**src/rtl/ctrl_word_pkg.sv**
```systemverilog
package ctrl_word_pkg;

  localparam int CW_W  = 8;
  localparam int FMT_B = CW_W - 1;

  typedef struct packed {
    logic [1:0] grpa_mode;
    logic       pa_in;
    logic       pch_in;
    logic       grpb_mode;
    logic       pb_in;
    logic       pcl_in;
  } mode_t;

  localparam mode_t MODE_RST = '{grpa_mode: 2'd0, pa_in: 1'b1, pch_in: 1'b1,
                                 grpb_mode: 1'b0, pb_in: 1'b1, pcl_in: 1'b1};

endpackage

```
**src/rtl/cw_decode.sv**
```systemverilog
module cw_decode
  import ctrl_word_pkg::*;
#(
  parameter int PC_W  = 8,
  localparam int SEL_W = $clog2(PC_W)
) (
  input  logic             wr,
  input  logic [CW_W-1:0]  data,
  output logic             mode_we,
  output mode_t            mode_val,
  output logic             bit_we,
  output logic [SEL_W-1:0] bit_sel,
  output logic             bit_val
);

  always_comb begin
    mode_we  = wr &  data[FMT_B];
    bit_we   = wr & ~data[FMT_B];
    mode_val = mode_t'(data[FMT_B-1:0]);
    bit_sel  = data[SEL_W:1];
    bit_val  = data[0];
  end

endmodule

```
**src/rtl/portc_bits.sv**
```systemverilog
module portc_bits #(
  parameter int PC_W  = 8,
  localparam int SEL_W = $clog2(PC_W)
) (
  input  logic             clk,
  input  logic             rst,
  input  logic             clr_all,
  input  logic             bit_we,
  input  logic [SEL_W-1:0] bit_sel,
  input  logic             bit_val,
  output logic [PC_W-1:0]  q
);

  for (genvar i = 0; i < PC_W; i++) begin : g_bit
    localparam logic [SEL_W-1:0] IDX = SEL_W'(i);
    always_ff @(posedge clk) begin
      if (rst || clr_all)
        q[i] <= 1'b0;
      else if (bit_we && (bit_sel == IDX))
        q[i] <= bit_val;
    end
  end

endmodule

```
**src/rtl/mode_reg.sv**
```systemverilog
module mode_reg
  import ctrl_word_pkg::*;
(
  input  logic  clk,
  input  logic  rst,
  input  logic  we,
  input  mode_t d,
  output mode_t q
);

  always_ff @(posedge clk) begin
    if (rst)
      q <= MODE_RST;
    else if (we)
      q <= d;
  end

endmodule

```
**src/rtl/ctrl_word_unit.sv**
```systemverilog
module ctrl_word_unit
  import ctrl_word_pkg::*;
#(
  parameter int PC_W = 8
) (
  input  logic            clk,
  input  logic            rst,
  input  logic            cw_wr,
  input  logic [7:0]      cw_data,
  output logic [PC_W-1:0] pc_out,
  output logic [1:0]      grpa_mode,
  output logic            pa_is_in,
  output logic            pch_is_in,
  output logic            grpb_mode,
  output logic            pb_is_in,
  output logic            pcl_is_in
);

  localparam int SEL_W = $clog2(PC_W);

  logic             mode_we;
  mode_t            mode_d;
  mode_t            mode_q;
  logic             bit_we;
  logic [SEL_W-1:0] bit_sel;
  logic             bit_val;

  cw_decode #(.PC_W(PC_W)) u_dec (
    .wr       (cw_wr),
    .data     (cw_data),
    .mode_we  (mode_we),
    .mode_val (mode_d),
    .bit_we   (bit_we),
    .bit_sel  (bit_sel),
    .bit_val  (bit_val)
  );

  portc_bits #(.PC_W(PC_W)) u_pc (
    .clk     (clk),
    .rst     (rst),
    .clr_all (mode_we),
    .bit_we  (bit_we),
    .bit_sel (bit_sel),
    .bit_val (bit_val),
    .q       (pc_out)
  );

  mode_reg u_mode (
    .clk (clk),
    .rst (rst),
    .we  (mode_we),
    .d   (mode_d),
    .q   (mode_q)
  );

  always_comb begin
    grpa_mode = mode_q.grpa_mode;
    pa_is_in  = mode_q.pa_in;
    pch_is_in = mode_q.pch_in;
    grpb_mode = mode_q.grpb_mode;
    pb_is_in  = mode_q.pb_in;
    pcl_is_in = mode_q.pcl_in;
  end

endmodule

```
**config.mk**
```make
export PLATFORM = sky130hd
export DESIGN_NAME = ctrl_word_unit
export DESIGN_NICKNAME = d
export VERILOG_FILES = /design/src/rtl/ctrl_word_pkg.sv /design/src/rtl/cw_decode.sv /design/src/rtl/portc_bits.sv /design/src/rtl/mode_reg.sv /design/src/rtl/ctrl_word_unit.sv
export SDC_FILE = /design/constraint.sdc
export NUM_CORES = 1
export LEC_CHECK = 0
export ABC_AREA = 1
export BUFFER_PORTS_ARGS = -buffer_cell sky130_fd_sc_hd__buf_2
export CELL_PAD_IN_SITES_DETAIL_PLACEMENT = 1
export CELL_PAD_IN_SITES_GLOBAL_PLACEMENT = 1
export CORE_MARGIN = 5
export CORE_UTILIZATION = 29
export CTS_BUF_LIST = sky130_fd_sc_hd__clkbuf_2 sky130_fd_sc_hd__clkbuf_4 sky130_fd_sc_hd__clkbuf_8
export CTS_CLUSTER_DIAMETER = 60
export CTS_CLUSTER_SIZE = 20
export DETAILED_ROUTE_END_ITERATION = 7
export PLACE_DENSITY = 0.78
export SLEW_MARGIN = 5
export SYNTH_ARGS = -nofsm -noshare
export SYNTH_HDL_FRONTEND = slang
export SYNTH_SLANG_ARGS = --single-unit
```
**constraint.sdc**
```tcl
create_clock -name clk -period 0.8 [get_ports clk]
set_input_delay 0.08 -clock clk [delete_from_list [all_inputs] [get_ports clk]]
set_output_delay 0.08 -clock clk [all_outputs]
set_load 0.05 [all_outputs]
```
==> impl_metrics.tcl <==
set metrics [dict create \
    status "complete, but fails checks" \
    violations "setup timing" \
    cts-htree-levels 1 \
    totalWireLength_um 1690 \
    overflow 0 \
    wl_per_cell_um 11.4 \
    yosys_warnings 0 \
    antenna_found_initial 0 \
    crit_path_max_fanout 2 \
    crit_required_ns 0.72 \
    period_needed_ns 0.868 \
    dieArea_sq_um 3130 \
    dp_slack_ns -0.119 \
    reg2reg_from "u_pc.q[4]" \
    slowest_stage "dfxtp_2" \
    critPathTopFamily "flip-flops" \
    cp.depth 1 \
    nNetsFinal 133 \
    min_path_cells 3 \
    power.total_uw 1620 \
    viasPerCell 4.50 \
    cp_cell_sequence "buf_8" \
    maxCapViolCount 0 \
    critical_path_class "register to primary output" \
    tightest_slew_ns 0.289 \
    hpwlAfterDp_um 1270 \
    fin_hold_ws_ns 0.0121 \
    syn_to_final_growth_pct 62.0 \
    hold_violations 0 \
    synth_area_sq_um 613 \
    drtIter0Drc 3 \
    drt_pass1_iterations 3 \
    syn-num-nets 99 \
    setup_viol_count_final 15 \
    hold_class "primary input to register" \
    yosys-top-cells-area "dfxtp_1, nand2_1, nor2_1, nand3_1, inv_1" \
    vias 666 \
    relSlewSlack 0.807 \
    initial_core_util 0.309 \
    numCtsBuffers 3 \
    synth_cell_types 13 \
    cts_hold_buf 0 \
    grt_pass1_wl_um 3010 \
    die_w_um 56.0 \
    ios 26 \
    start_kind "register" \
    utilization 0.501 \
    r2r_slack_ns 0.10 \
    synth_area_leader_cell "dfxtp_1" \
    worst_slack_ns -0.0684 \
    cts_tree "built" \
    grt_pass1_vias 701 \
    die_h_um 56.0 \
    syn_avg_cell_area_sq_um 6.97 \
    cts_max_path_buffers 2 \
    crit_arrival_ns 0.79 \
    p_leak_uw 0.000476 \
    drc 0 \
    skew_ns 0 \
    clkLatencyLatePin_ns 0.28 \
    synth_top_cell_area_share 0.490 \
    grt_use_total 0.120 \
    p_per_area_nw_per_um2 1630 \
    critPathBufInv 1 \
    ff2ff_path_depth 3 \
    diodes 0 \
    post-route-period-util 1.09 \
    cts.sinks 15 \
    rsz0062_at_grt "true" \
    fmax_ghz 1.15 \
    grt_max_degree 10 \
    ir_worst_vdd_mv 1.07 \
    clkTransAtPathRegs_ns 0.09 \
    port_buffers 25 \
    cts_root_buffer "clkbuf_4" \
    slew_violations 0 \
    hold_end "u_mode.q[4]" \
    ys_seq_elements 15 \
    synth_cells 88 \
    num_rows 16 \
    hp-start "cw_data[4]" \
    ys_seq_area_frac 0.490 \
    critPathMaxStageDelay_ns 0.36 \
    endpoint_kind "primary output" \
    gp_congestion 0.726 \
    drive_gt1_frac 0.430 \
    fp.coreArea_sq_um 1980 \
    ant_nets 0 \
    worstReg2RegEnd "u_pc.q[4]" \
]
-- worst min-delay path: stages --
cell and delay (ns):
buf_2 0.08, nand2_1 0.05, nand3_1 0.06
-- cells in the mapped netlist, drive strengths merged --
| master | n |
|---|---|
| o21ai | 3 |
| o211ai | 2 |
| nand2 | 24 |
| dfxtp | 15 |
| nor2 | 22 |
| inv | 9 |
| a21oi | 5 |
| nand3 | 7 |
| clkinv | 1 |
-- sequential cells by signal (all words and copies together), names as in the netlist --
| register | count |
|---|---|
| u_mode.q | 7 |
| u_pc.q | 8 |
-- layout make-up --
| type | count | area [sq um] |
|---|---|---|
| repair buffers | 29 | 298 |
| clock buffers | 4 | 30.0 |
| multi-input cells | 63 | 275 |
| flip-flops and latches | 15 | 319 |
| well taps | 27 | 33.8 |
| fillers | 245 | 988 |
| inverters | 10 | 37.5 |
-- power breakdown --
group	internal (uW)	total, uW	switching [uW]
combinational	142	358	216
clock	227	460	233
sequential	782	806	24.5
-- worst max-delay path by stage --
stage	endpoint	slack, ns	startpoint
after floorplan	u_mode.q[2]	0.03	u_mode.q[2]
after global routing	pc_out[2]	-0.10	u_pc.q[2]
after global placement	u_pc.q[3]	-0.07	cw_data[7]
after detailed placement	u_pc.q[2]	-0.12	cw_data[7]
after CTS	pc_out[2]	-0.08	u_pc.q[2]
final	pc_out[2]	-0.07	u_pc.q[2]
-- per-layer routing --
layer  wire length, um  GRT usage  up-vias
met3               109     0.0302        4
met5                 0          0        -
met4                42     0.0712        0
li1                  -          -      340
met1               749      0.138      302
met2               791      0.200       20
-- what timing repair did --
action,4_1_cts,5_1_grt
gates cloned,0,0
endpoints found under the setup margin,15,15
gates resized for setup,41,2
buffers inserted,1,1
hold endpoints to repair,0,0
-- per-stage QoR --
| stage | area (sq um) | setup TNS [ns] | std cells |
|---|---|---|---|
| 2_1_floorplan | 632 | 0 | 88 |
| 3_3_place_gp | 806 | -0.331 | 142 |
| 3_5_place_dp | 806 | -0.608 | 142 |
| 4_1_cts | 978 | -0.980 | 147 |
| 5_1_grt | 993 | -1.21 | 148 |
| 6_report | 993 | -0.781 | 148 |
-- cells in the final DEF (no fill, tap or decap) --
| cell type | n |
|---|---|
| nand2_1 | 23 |
| nor2_1 | 20 |
| dfxtp_2 | 15 |
| buf_8 | 13 |
| buf_2 | 10 |
| inv_1 | 8 |
| nand3_1 | 7 |
| a21oi_1 | 5 |
| clkbuf_4 | 4 |
| buf_4 | 4 |
| o21ai_0 | 3 |
| o211ai_1 | 2 |
| buf_6 | 2 |
| clkinv_1 | 1 |
| nand2_2 | 1 |
| inv_2 | 1 |
| nor2_4 | 1 |
| nor2_2 | 1 |
-- kinds of logic (layout without fill, tap and decap cells) --
| family | Yosys count | in the layout | synth area share |
|---|---|---|---|
| and+or+nand+nor | 53 | 53 | 0.359 |
| DFF | 15 | 15 | 0.490 |
| AOI/OAI and AO/OA | 10 | 10 | 0.0898 |
| buffers and inverters | 10 | 43 | 0.0612 |
Power figures use the tool's default switching activity.
